File: src/rtl/useq_pkg.sv
package useq_pkg;

    typedef enum logic [2:0] {
        NA_STEP  = 3'b000,
        NA_JUMP  = 3'b001,
        NA_CBR   = 3'b010,
        NA_MAP   = 3'b011,
        NA_CALL  = 3'b100,
        NA_RET   = 3'b101,
        NA_SPR6  = 3'b110,
        NA_SPR7  = 3'b111
    } na_sel_e;

    // Start address of the routine for a given opcode
    function automatic int unsigned map_entry(input int unsigned base,
                                              input int unsigned stride,
                                              input int unsigned op);
        return base + op * stride;
    endfunction

endpackage

File: src/rtl/useq_map_rom.sv
module useq_map_rom #(
    parameter int ADDR_W     = 8,
    parameter int OP_W       = 4,
    parameter int MAP_BASE   = 64,
    parameter int MAP_STRIDE = 4
) (
    input  logic [OP_W-1:0]   opcode,
    output logic [ADDR_W-1:0] map_addr
);
    import useq_pkg::*;

    localparam int N_OPS = 1 << OP_W;

    logic [ADDR_W-1:0] tbl [N_OPS];

    for (genvar i = 0; i < N_OPS; i++) begin : g_entry
        assign tbl[i] = ADDR_W'(map_entry(MAP_BASE, MAP_STRIDE, i));
    end

    assign map_addr = tbl[opcode];

endmodule

File: src/rtl/useq_ret_stack.sv
module useq_ret_stack #(
    parameter int W     = 8,
    parameter int DEPTH = 4
) (
    input  logic         clk,
    input  logic         rst,
    input  logic         push,
    input  logic         pop,
    input  logic [W-1:0] push_data,
    output logic [W-1:0] top,
    output logic         full,
    output logic         empty
);
    localparam int CNT_W = $clog2(DEPTH + 1);
    localparam int PTR_W = (DEPTH > 1) ? $clog2(DEPTH) : 1;

    typedef struct packed {
        logic [DEPTH-1:0][W-1:0] mem;
        logic [CNT_W-1:0]        cnt;
    } stk_t;

    stk_t s_d, s_q;

    assign full  = (s_q.cnt == CNT_W'(DEPTH));
    assign empty = (s_q.cnt == '0);
    assign top   = s_q.mem[PTR_W'(s_q.cnt - CNT_W'(1))];

    always_comb begin
        s_d = s_q;
        if (rst) begin
            s_d.cnt = '0;
            s_d.mem = '0;
        end else if (push && !full) begin
            s_d.mem[PTR_W'(s_q.cnt)] = push_data;
            s_d.cnt = s_q.cnt + CNT_W'(1);
        end else if (pop && !empty) begin
            s_d.cnt = s_q.cnt - CNT_W'(1);
        end
    end

    always_ff @(posedge clk) begin
        s_q <= s_d;
    end

    AST_STK_BOUND: assert property (@(posedge clk) disable iff (rst) s_q.cnt <= CNT_W'(DEPTH));
    AST_STK_GROW: assert property (@(posedge clk) disable iff (rst) (push && !full) |=> s_q.cnt == $past(s_q.cnt) + CNT_W'(1));
    AST_STK_SHRINK: assert property (@(posedge clk) disable iff (rst) (pop && !empty && !push) |=> s_q.cnt == $past(s_q.cnt) - CNT_W'(1));
    AST_STK_FULL_HOLD: assert property (@(posedge clk) disable iff (rst) (push && full) |=> $stable(s_q.cnt));
    AST_STK_EMPTY_HOLD: assert property (@(posedge clk) disable iff (rst) (pop && empty && !push) |=> $stable(s_q.cnt));

endmodule

File: src/rtl/useq_next_addr.sv
module useq_next_addr #(
    parameter int ADDR_W = 8
) (
    input  logic [2:0]        sel,
    input  logic [ADDR_W-1:0] car_cur,
    input  logic [ADDR_W-1:0] br_addr,
    input  logic              cond_bit,
    input  logic [ADDR_W-1:0] map_addr,
    input  logic [ADDR_W-1:0] stk_top,
    input  logic              stk_full,
    input  logic              stk_empty,
    output logic [ADDR_W-1:0] car_next,
    output logic [ADDR_W-1:0] ret_addr,
    output logic              push,
    output logic              pop,
    output logic              err_set
);
    import useq_pkg::*;

    na_sel_e sel_e;

    assign sel_e    = na_sel_e'(sel);
    assign ret_addr = car_cur + ADDR_W'(1);

    always_comb begin
        car_next = ret_addr;
        push     = 1'b0;
        pop      = 1'b0;
        err_set  = 1'b0;
        unique case (sel_e)
            NA_JUMP: car_next = br_addr;
            NA_CBR:  car_next = cond_bit ? br_addr : ret_addr;
            NA_MAP:  car_next = map_addr;
            NA_CALL: begin
                car_next = br_addr;
                push     = !stk_full;
                err_set  = stk_full;
            end
            NA_RET: begin
                if (stk_empty) begin
                    err_set = 1'b1;
                end else begin
                    car_next = stk_top;
                    pop      = 1'b1;
                end
            end
            default: car_next = ret_addr;
        endcase
    end

endmodule

File: src/rtl/useq_sequencer.sv
module useq_sequencer #(
    parameter int ADDR_W     = 8,
    parameter int OP_W       = 4,
    parameter int N_STAT     = 4,
    parameter int STK_DEPTH  = 4,
    parameter int MAP_BASE   = 64,
    parameter int MAP_STRIDE = 4
) (
    input  logic                      clk,
    input  logic                      rst,
    input  logic [2:0]                next_sel,
    input  logic [ADDR_W-1:0]         br_addr,
    input  logic [$clog2(N_STAT)-1:0] cond_sel,
    input  logic [N_STAT-1:0]         status,
    input  logic [OP_W-1:0]           opcode,
    output logic [ADDR_W-1:0]         car,
    output logic                      stk_err
);
    typedef struct packed {
        logic [ADDR_W-1:0] car;
        logic              err;
    } seq_t;

    seq_t r_d, r_q;

    logic [ADDR_W-1:0] map_addr, stk_top, car_next, ret_addr;
    logic              stk_full, stk_empty, push, pop, err_set, cond_bit;

    assign cond_bit = status[cond_sel];

    useq_map_rom #(
        .ADDR_W(ADDR_W), .OP_W(OP_W),
        .MAP_BASE(MAP_BASE), .MAP_STRIDE(MAP_STRIDE)
    ) u_map (
        .opcode  (opcode),
        .map_addr(map_addr)
    );

    useq_ret_stack #(.W(ADDR_W), .DEPTH(STK_DEPTH)) u_stk (
        .clk      (clk),
        .rst      (rst),
        .push     (push),
        .pop      (pop),
        .push_data(ret_addr),
        .top      (stk_top),
        .full     (stk_full),
        .empty    (stk_empty)
    );

    useq_next_addr #(.ADDR_W(ADDR_W)) u_nxt (
        .sel      (next_sel),
        .car_cur  (r_q.car),
        .br_addr  (br_addr),
        .cond_bit (cond_bit),
        .map_addr (map_addr),
        .stk_top  (stk_top),
        .stk_full (stk_full),
        .stk_empty(stk_empty),
        .car_next (car_next),
        .ret_addr (ret_addr),
        .push     (push),
        .pop      (pop),
        .err_set  (err_set)
    );

    always_comb begin
        r_d = r_q;
        if (rst) begin
            r_d.car = '0;
            r_d.err = 1'b0;
        end else begin
            r_d.car = car_next;
            r_d.err = r_q.err | err_set;
        end
    end

    always_ff @(posedge clk) begin
        r_q <= r_d;
    end

    assign car     = r_q.car;
    assign stk_err = r_q.err;

    AST_CAR_STEP: assert property (@(posedge clk) disable iff (rst) next_sel == 3'b000 |=> car == $past(car) + ADDR_W'(1));
    AST_CAR_JUMP: assert property (@(posedge clk) disable iff (rst) next_sel == 3'b001 |=> car == $past(br_addr));
    AST_CBR_TAKEN: assert property (@(posedge clk) disable iff (rst) (next_sel == 3'b010 && status[cond_sel]) |=> car == $past(br_addr));
    AST_CBR_FALL: assert property (@(posedge clk) disable iff (rst) (next_sel == 3'b010 && !status[cond_sel]) |=> car == $past(car) + ADDR_W'(1));
    AST_SPARE_STEP: assert property (@(posedge clk) disable iff (rst) next_sel[2:1] == 2'b11 |=> car == $past(car) + ADDR_W'(1));
    AST_CALL_TARGET: assert property (@(posedge clk) disable iff (rst) next_sel == 3'b100 |=> car == $past(br_addr));
    AST_CALL_FULL_ERR: assert property (@(posedge clk) disable iff (rst) (next_sel == 3'b100 && stk_full) |=> stk_err);
    AST_RET_EMPTY: assert property (@(posedge clk) disable iff (rst) (next_sel == 3'b101 && stk_empty) |=> (stk_err && car == $past(car) + ADDR_W'(1)));
    AST_ERR_STICKY: assert property (@(posedge clk) disable iff (rst) stk_err |=> stk_err);

endmodule

File: config.mk
export PLATFORM = sky130hd
export DESIGN_NAME = useq_sequencer
export DESIGN_NICKNAME = d
export VERILOG_FILES = /design/src/rtl/useq_pkg.sv /design/src/rtl/useq_map_rom.sv /design/src/rtl/useq_ret_stack.sv /design/src/rtl/useq_next_addr.sv /design/src/rtl/useq_sequencer.sv
export SDC_FILE = /design/constraint.sdc
export NUM_CORES = 1
export LEC_CHECK = 0
export BUFFER_PORTS_ARGS = -buffer_cell sky130_fd_sc_hd__clkbuf_2
export CAP_MARGIN = 20
export CORE_MARGIN = 10
export CORE_UTILIZATION = 37
export DETAILED_ROUTE_END_ITERATION = 12
export PLACE_DENSITY = 0.57
export RECOVER_POWER = 25
export SYNTH_ARGS = -nofsm -noshare
export SYNTH_HDL_FRONTEND = slang
export SYNTH_SLANG_ARGS = --single-unit
File: constraint.sdc
create_clock -name clk -period 2.7 [get_ports clk]
set_input_delay 0.54 -clock clk [delete_from_list [all_inputs] [get_ports clk]]
set_output_delay 0.54 -clock clk [all_outputs]
set_load 0.05 [all_outputs]
==> results of run 1 <==
[per-stage QoR]
| step | worst slack (ns) | instance area [sq um] | power, mW |
|---|---|---|---|
| after global routing | 0.329 | 2440 | 1.41 |
| final | 0.515 | 2440 | 1.36 |
| after floorplan | 0.306 | 2160 | 0.865 |
| after CTS | 0.518 | 2460 | 1.37 |
| after detailed placement | 0.534 | 2360 | 0.934 |
| after global placement | 0.560 | 2360 | 0.934 |
[per-layer routing]
layer	track usage	share of wire	up-vias
met3	0.0288	0.085	6
met1	0.148	0.46	753
met4	0.0569	0.016	0
met2	0.167	0.44	47
li1	-	-	820
met5	0	0	-
[cell type report]
cell class,count,area share
multi-input cells,146,0.479
flip-flops and latches,44,0.360
repair buffers,38,0.0798
well taps,72,0.0368
clock buffers,6,0.0338
clock inverters,2,0.00614
inverters,3,0.00461
[how the worst max path moves through the flow]
stage	endpoint	cells past startpoint	from
2_1_floorplan	car[2]	7	u_stk.s_q[0]
3_5_place_dp	u_stk.s_q[20]	6	next_sel[1]
6_report	car[3]	6	u_stk.s_q[1]
3_3_place_gp	u_stk.s_q[21]	6	next_sel[1]
4_1_cts	car[3]	6	u_stk.s_q[1]
5_1_grt	car[3]	6	u_stk.s_q[1]
[power breakdown]
part	leakage [nW]	switching (mW)	internal, mW
sequential	0.357	0.0170	0.670
clock	0.0434	0.233	0.207
combinational	0.427	0.147	0.0805
[logic make-up after synthesis]
| group | count (synthesis) | share of synthesized area |
|---|---|---|
| AOI/OAI and AO/OA | 51 | 0.189 |
| DFF | 44 | 0.409 |
| adders and majority gates | 6 | 0.0348 |
| xor gates and xnor gates | 9 | 0.0366 |
| and+or+nand+nor | 62 | 0.147 |
| muxes | 18 | 0.136 |
| buffers and inverters | 18 | 0.0487 |
[flip-flops by register name, indices dropped and copies added, names as in the netlist]
name       flops
car            8
stk_err        1
u_stk.s_q     35
[cells in the final DEF (no fill, tap or decap), types with 2 or more instances in the layout]
cell / synthesis / routed
and2_1: 3 / 3
a21oi_1: 13 / 13
mux2i_1: 9 / 9
a211oi_1: 24 / 24
and2b_1: 2 / 2
clkbuf_2: 0 / 21
buf_4: 3 / 7
clkbuf_8: 0 / 6
xor2_1: 5 / 5
a22oi_1: 3 / 3
dfxtp_1: 44 / 44
nand3_1: 3 / 3
nand2b_1: 6 / 6
inv_1: 3 / 3
clkinvlp_4: 0 / 2
clkbuf_1: 5 / 10
a211oi_4: 2 / 2
xnor2_1: 4 / 4
mux4_2: 9 / 9
ha_1: 6 / 6
nor2_1: 37 / 37
nand2_1: 3 / 3
a222oi_1: 4 / 4
[worst reg2reg max path, stage by stage, from the launching register on]
cell and delay [ns]:
dfxtp_1 0.37, inv_1 0.10, ha_1 0.49, buf_4 0.22, mux4_2 0.49, a222oi_1 0.22, a21oi_1 0.10
==> out/qor.yml, run 1 <==
status: "complete, but fails checks"
violations: "max-capacitance violations, max-slew violations"
initial_core_util: 0.387
post-dp-hpwl_mm: 3.65
fin_skew_ns: 0.00873
clockBufferDepth: 2
routedWlPerCell_microns: 16.3
htreeDepth: 2
yosysUniqueCellTypes: 36
tightest_slew_ns: 1.95
synth_top_area_cell: "dfxtp_1"
holdPathStages: 3
synth-seq-area-share: 0.409
via_per_inst: 5.23
diodes: 0
synth.ff_latch_count: 44
hold_path.startpoint: "br_addr[2]"
die_area_sq_um: 9280
critPathCaptureType: "register"
dp_cells: 303
synth_top_area_frac: 0.409
critPathKind: "register to register"
rsz0062_at_grt: "false"
power_density_nw_per_um2: 555
hold_viol_final: 0
grt_max_degree: 45
crit_buf_inv: 2
insertion_delay_ns: 0.30
drc_errors: 0
synth_edf_count: 0
relSlewSlack: -0.299
synth_flop_cell: "dfxtp_1"
arrival_ns: 2.29
async_reset_ff_frac: 0
critical_path_required_ns: 2.80
post_cts.repair.setup_buffers: 0
cts-root-buf: "clkbuf_8"
synth.most_common_cell: "dfxtp_1"
maxCapViolCount: 1
num_rows: 27
critPathMaxStageDelay_ns: 0.49
regArea_sq_um: 881
antenna_found_initial: 0
max_freq_ghz: 0.458
grt.overflow.total: 0
ioPinCount: 32
synthTopCellsByArea: "dfxtp_1, mux4_2, a211oi_1"
ant_nets: 0
slew_violations: 45
path_delay_family: "adder cells"
r2r_end: "car[3]"
grt_pass1_vias: 1570
io_buffers: 31
grt_usage: 0.113
syn-num-nets: 237
r2r-start: "u_stk.s_q[1]"
drt-initial-drc-count: 96
holdBufCountCts: 0
p_leak_nw: 0.827
clock-sinks: 44
worstPathCellList: "inv_1, ha_1, buf_4, mux4_2, a222oi_1, a21oi_1"
grt_pass1_wl_mm: 8.06
finish.utilization: 0.439
die_w_microns: 96.3
die_y_microns: 96.3
synth_commonest_cells: "dfxtp_1, nor2_1, a211oi_1"
cts_made_buffers: 5
fin_tns_setup_ns: 0
setup_viol: 0
path_clk_slew_ns: 0.09
drt-total-wl_mm: 5.06
multi_input_area_sq_um: 1170
routabilityCongestion: 0.778
num_vias: 1626
min_period_over_period: 0.809
yosys_warnings: 0
syn_area_per_cell_sq_um: 10.4
syn_area_sq_um: 2160
slowest_stage: "ha_1"
vdd_drop_max_mv: 0.255
reg2reg_slack_ns: 0.51
cts_resized: 0
cts_tree: "done"
reg2reg_depth: 6
area_growth_pct: 13.4
hold_ws_ns: 0.453
fin_cells: 311
fin_crit_ns: 2.19
cp-start-kind: "register"
min_path_type: "primary input to register"
holdPathEnd: "car[2]"
critPathMaxFanout: 6
drive_gt1_frac: 0.222
dr.pass1.iters: 4
syn_inst: 208
core_sq_um: 5570
fill_cells: 551
final_nets: 267
(Power assumes the default switching activity.)
==> inputs of run 2 (changes only) <==
==> constraint.sdc (replaced) <==
create_clock -name clk -period 2.05 [get_ports clk]
set_input_delay 0.41 -clock clk [delete_from_list [all_inputs] [get_ports clk]]
set_output_delay 0.41 -clock clk [all_outputs]
set_load 0.05 [all_outputs]
==> out/qor.yml, run 2 (synthesis gave the netlist of run 1 again) <==
largest_reg_flops: 35  # unchanged
grt.overflow.total: 0  # unchanged
die_area_sq_um: 9280  # unchanged
ioPinCount: 32  # unchanged
slew_violations: 0  # -100%
die_y_microns: 96.3  # unchanged
via_per_inst: 5.19  # -0.69%
vdd_drop_max_mv: 0.282  # +11%
min_path_type: "primary input to register"
most-common-layout-cells: "dfxtp_1, nor2_1, a211oi_1, clkbuf_2, a21oi_1"
fin_skew_ns: 0.00771  # -0.00102 ns
cts_resized: 0  # unchanged
post-dp-hpwl_mm: 3.66  # +0.45%
status: "completed"
drive_gt1_frac: 0.249  # +0.0272
cts_tree: "done"
grt_max_degree: 45  # unchanged
fill_cells: 546  # -0.91%
area_growth_pct: 17.8
ant_nets: 0  # unchanged
drc_errors: 0  # unchanged
htreeDepth: 2  # unchanged
critPathMaxFanout: 7  # +1
hold_ws_ns: 0.338  # -0.115 ns
io_buffers: 31  # unchanged
relSlewSlack: 0.392  # +0.691
initial_core_util: 0.387  # unchanged
post_dp_cell_area_sq_um: 2430  # +3.0%
power_density_nw_per_um2: 752  # +36%
path_clk_slew_ns: 0.08  # about the same
power_mw: 1.91  # +41%
grt_usage: 0.110  # -0.00305
drt-initial-drc-count: 126  # +31%
critPathKind: "register to register"
insertion_delay_ns: 0.30  # about the same
cts-root-buf: "clkbuf_8"
dr.pass1.iters: 4  # unchanged
clockBufferDepth: 2  # unchanged
clock-sinks: 44  # unchanged
critical_path_required_ns: 2.20  # -0.60 ns
drt-total-wl_mm: 4.90  # -3.2%
die_w_microns: 96.3  # unchanged
hold_viol_final: 0  # unchanged
dp_slack_ns: 0.0545  # -0.480 ns
critPathCaptureType: "register"
post_cts.repair.setup_buffers: 0  # unchanged
fin_cells: 317  # +1.9%
diodes: 0  # unchanged
finalWorstSetupSlack_ns: 0.102  # -0.412 ns
dp_cells: 309  # +2.0%
fin_crit_ns: 1.95  # -0.238 ns
cts_made_buffers: 5  # unchanged
regMostFlops: "u_stk.s_q"
grt_pass1_vias: 1624  # +3.4%
max_freq_ghz: 0.513  # +12%
num_vias: 1646  # +1.2%
routedWlPerCell_microns: 15.5  # -5.0%
min_period_over_period: 0.950  # +0.141
maxCapViolCount: 0  # -1
finish.utilization: 0.456  # +0.0171
final_nets: 273  # +2.2%
holdBufCountCts: 0  # unchanged
fin_area_sq_um: 2540  # +3.9%
grt_pass1_wl_mm: 8.00  # -0.68%
rsz0062_at_grt: "false"
p_leak_nw: 0.882  # +6.6%
setup_viol: 0  # unchanged
arrival_ns: 2.09  # -0.20 ns
core_sq_um: 5570  # unchanged
antenna_found_initial: 0  # unchanged
num_rows: 27  # unchanged
tightest_slew_ns: 0.912  # -1.04 ns
cp-start-kind: "register"
routabilityCongestion: 0.749  # -3.8%
final_common_cell: "dfxtp_1"
fin_tns_setup_ns: 0  # unchanged
run 2: changes by cell type in the layout (fill, tap and decap cells not counted), sizes merged:
cell | previous run | this run
clkbuf | 37 | 38
bufinv | 0 | 1
clkinv | 0 | 1
clkinvlp | 2 | 0
buf | 7 | 12
run 2: report_power, final:
part | leakage, nW | switching, mW | internal, mW
logic | 0.463 | 0.190 | 0.118
clock network | 0.0614 | 0.297 | 0.398
registers | 0.357 | 0.0238 | 0.883
run 2: final cells by class:
class	count	area [sq um]	share of cell area
inverters	3	11.3	0.00443
well taps	72	90.1	0.0355
flip-flops and latches	44	881	0.347
clock inverters	2	38.8	0.0153
multi-input cells	146	1170	0.462
repair buffers	44	264	0.104
clock buffers	6	82.6	0.0325
run 2: worst paths after layout:
path                               startpoint             to  slack, ns  depth (start not counted)
worst max-delay path             u_stk.s_q[1]         car[2]       0.10                          5
worst min-delay path               br_addr[2]         car[2]       0.34                          3
worst max register to register   u_stk.s_q[1]         car[2]       0.10                          5
worst min register to register  u_stk.s_q[12]  u_stk.s_q[12]       0.49                          2
run 2: metal layers:
| metal | wire, microns | vias to the layer above | global-route usage | share of wire |
|---|---|---|---|---|
| met3 | 317 | 9 | 0.0296 | 0.065 |
| met4 | 102 | 0 | 0.0545 | 0.021 |
| met2 | 2070 | 33 | 0.161 | 0.42 |
| met5 | 0 | - | 0 | 0 |
| li1 | - | 836 | - | - |
| met1 | 2420 | 768 | 0.145 | 0.49 |
run 2: worst max-delay path: stages, from the launching register on:
cell and delay (ns):
dfxtp_1 0.36, inv_1 0.07, ha_2 0.43, mux4_2 0.53, a222oi_1 0.31, a21oi_1 0.11
==> inputs of run 3 (changes only) <==
--- a/config.mk
+++ b/config.mk
@@ -10,8 +10,9 @@
 export CORE_MARGIN = 10
 export CORE_UTILIZATION = 37
 export DETAILED_ROUTE_END_ITERATION = 12
-export PLACE_DENSITY = 0.57
+export PLACE_DENSITY = 0.56
 export RECOVER_POWER = 25
 export SYNTH_ARGS = -nofsm -noshare
 export SYNTH_HDL_FRONTEND = slang
+export SYNTH_HIERARCHICAL = 1
 export SYNTH_SLANG_ARGS = --single-unit
==> constraint.sdc (replaced) <==
create_clock -name clk -period 2.05 [get_ports clk]
set_input_delay 0.205 -clock clk [delete_from_list [all_inputs] [get_ports clk]]
set_output_delay 0.205 -clock clk [all_outputs]
set_load 0.05 [all_outputs]
==> out/qor.yml, run 3 <==
die_area_sq_um: 10500  # +14%
min_path_type: "primary input to register"
path_delay_family: "simple AND/OR/NAND/NOR gates"
drc_errors: 0  # unchanged
routedWlPerCell_microns: 16.4  # +6.0%
ant_nets: 0  # unchanged
critical_path_required_ns: 2.26  # +0.06 ns
syn_area_sq_um: 2530  # +17%
synth-seq-area-share: 0.348  # -0.0604
area_growth_pct: 12.6
synth_top_area_frac: 0.348  # -0.0604
cts_made_buffers: 5  # unchanged
setup_viol: 0  # unchanged
num_rows: 30  # +11%
pwr-share-seq: 0.487  # +0.012
final_nets: 335  # +23%
power_density_nw_per_um2: 643  # -15%
min_period_over_period: 0.928  # -0.0225
regMostFlops: "u_stk/s_q"
hold_viol_final: 0  # unchanged
finalWorstSetupSlack_ns: 0.148  # +0.0461 ns
synthTopCellsByArea: "dfxtp_1, mux4_2, a21oi_1"
grt_pass1_wl_mm: 10.2  # +28%
vdd_drop_max_mv: 0.249  # -11%
io_buffers: 31  # unchanged
critPathMaxStageDelay_ns: 0.33  # -0.20 ns
relSlewSlack: 0.593  # +0.201
die_w_microns: 103  # +6.6%
final_common_cell: "dfxtp_1"
fin_skew_ns: 0.0101  # +0.00235 ns
fin_crit_ns: 1.90  # -0.0461 ns
r2r-start: "u_stk/s_q[1]"
holdPathEnd: "car[7]"
power_frac_comb: 0.151  # -0.010
slowest_stage: "dfxtp_1"
syn_inst: 281  # +35%
crit_buf_inv: 1  # unchanged
arrival_ns: 2.11  # +0.02 ns
synth_edf_count: 0  # unchanged
ioPinCount: 32  # unchanged
p_sw_uw: 500  # -2.2%
synth_flop_cell: "dfxtp_1"
hold_path.startpoint: "br_addr[7]"
drt-initial-drc-count: 224  # +78%
path_clk_slew_ns: 0.08  # about the same
dp_slack_ns: 0.107  # +0.0529 ns
cts-root-buf: "clkbuf_8"
power_mw: 1.83  # -4.2%
reg2reg_depth: 8  # +3
post-dp-hpwl_mm: 4.45  # +21%
cp-start-kind: "register"
p_leak_nw: 1.07  # +22%
power.share.clock: 0.362  # -0.002
switching_share: 0.273  # +0.00551
clockBufferDepth: 2  # unchanged
worstPathCellList: "inv_1, ha_4, nor2b_4, nand2b_2, nor3_4, nand2_1, o311a_1, a211oi_1"
grt_max_degree: 26  # -42%
reg2reg_slack_ns: 0.15  # +0.05 ns
rsz0062_at_grt: "false"
critPathKind: "register to register"
largest_reg_flops: 35  # unchanged
status: "completed"
diodes: 0  # unchanged
yosys_warnings: 6  # +6
holdPathStages: 3  # unchanged
max_freq_ghz: 0.526  # +2.4%
post_dp_cell_area_sq_um: 2740  # +13%
finish.utilization: 0.424  # -0.0318
r2r_end: "u_stk/s_q[2]"
grt.overflow.total: 0  # unchanged
core_sq_um: 6720  # +21%
clock-sinks: 44  # unchanged
async_reset_ff_frac: 0  # unchanged
cts_tree: "done"
antenna_found_initial: 0  # unchanged
dp_cells: 378  # +22%
htreeDepth: 2  # unchanged
drive_gt1_frac: 0.218  # -0.0307
die_y_microns: 103  # +6.6%
tightest_slew_ns: 0.613  # -0.298 ns
critPathCaptureType: "register"
dr.pass1.iters: 4  # unchanged
critPathMaxFanout: 9  # +2
fin_area_sq_um: 2850  # +12%
via_per_inst: 5.39  # +3.7%
num_vias: 2084  # +27%
syn_area_per_cell_sq_um: 9.00  # -13%
slew_violations: 0  # unchanged
grt_pass1_vias: 2050  # +26%
hold_ws_ns: 0.238  # -0.100 ns
insertion_delay_ns: 0.30  # about the same
synth_commonest_cells: "dfxtp_1, a21oi_1, nand3_1, o21ai_0, nor2_1"
drt-total-wl_mm: 6.35  # +29%
synth.ff_latch_count: 44  # unchanged
synth.most_common_cell: "dfxtp_1"
fin_cells: 387  # +22%
routabilityCongestion: 0.770  # +2.8%
most-common-layout-cells: "dfxtp_1, a21oi_1, o21ai_0, nand3_1, clkbuf_2"
power.internal_mw: 1.33  # -4.9%
fin_tns_setup_ns: 0  # unchanged
yosysUniqueCellTypes: 46  # +28%
maxCapViolCount: 0  # unchanged
grt_usage: 0.122  # +0.0120
initial_core_util: 0.377  # -0.0102
synth_top_area_cell: "dfxtp_1"
==> run 3: cell types whose count changed after synthesis, moves of 5 or more <==
cell,delta
a21oi_1,+21
nand3_1,+24
or3b_1,+5
a211oi_1,-23
o21ai_0,+26
nand2b_1,-5
nor2b_1,+9
nand2_1,+6
nor2_1,-24
buf_4,+8
inv_1,+7
==> run 3: kinds of logic after synthesis <==
kind of cell / count (synthesis) / share of synthesized area
simple gates: 81 / 0.176
compound gates: 82 / 0.201
buf+inv: 39 / 0.0925
xor+xnor: 7 / 0.0242
other cells: 2 / 0.00297
fa+ha+maj: 6 / 0.0297
mux: 20 / 0.126
flops: 44 / 0.348
==> run 3: timing repair <==
action / CTS / global route
buffers inserted: 0 / 1
hold buffers: 0 / 0
resized for setup: 0 / 1
endpoints found under the setup margin: 0 / 2
==> run 3: how the worst max path moves through the flow <==
stage,startpoint,endpoint,slack [ns],cells after the start
floorplan,u_stk/s_q[0],u_stk/s_q[2],0.01,11
global placement,u_stk/s_q[0],u_stk/s_q[2],0.14,8
detailed placement,u_stk/s_q[1],u_stk/s_q[2],0.11,8
CTS,u_stk/s_q[1],u_stk/s_q[2],0.07,8
global route,u_stk/s_q[1],u_stk/s_q[11],0.03,8
finish,u_stk/s_q[1],u_stk/s_q[2],0.15,8
==> run 3: tightest hold or removal path, cell delays in order <==
cell,delay (ns)
clkbuf_2,0.08
a221o_1,0.11
nor2b_1,0.10
==> run 3: layer usage <==
layer,share of wire,vias to the layer above,global-route usage
met1,0.46,990,0.154
met3,0.055,4,0.0214
li1,-,1043,-
met2,0.47,47,0.206
met4,0.0079,0,0.0325
met5,0,-,0
==> run 3: cell type report <==
class                   count  area, sq um
fillers                   693         3870
clock inverters             2         35.0
clock buffers               6         72.6
multi-input cells         200         1460
flip-flops and latches     44          882
repair buffers             45          259
inverters                  10         40.0
well taps                  80          100
==> run 3: power groups by stage <==
stage	Sequential [mW]	Clock [mW]	Combinational, mW
2_1_floorplan	0.960	0	0.161
3_3_place_gp	0.911	0	0.280
3_5_place_dp	0.912	0	0.280
4_1_cts	0.892	0.690	0.281
5_1_grt	0.896	0.719	0.301
6_report	0.891	0.662	0.277
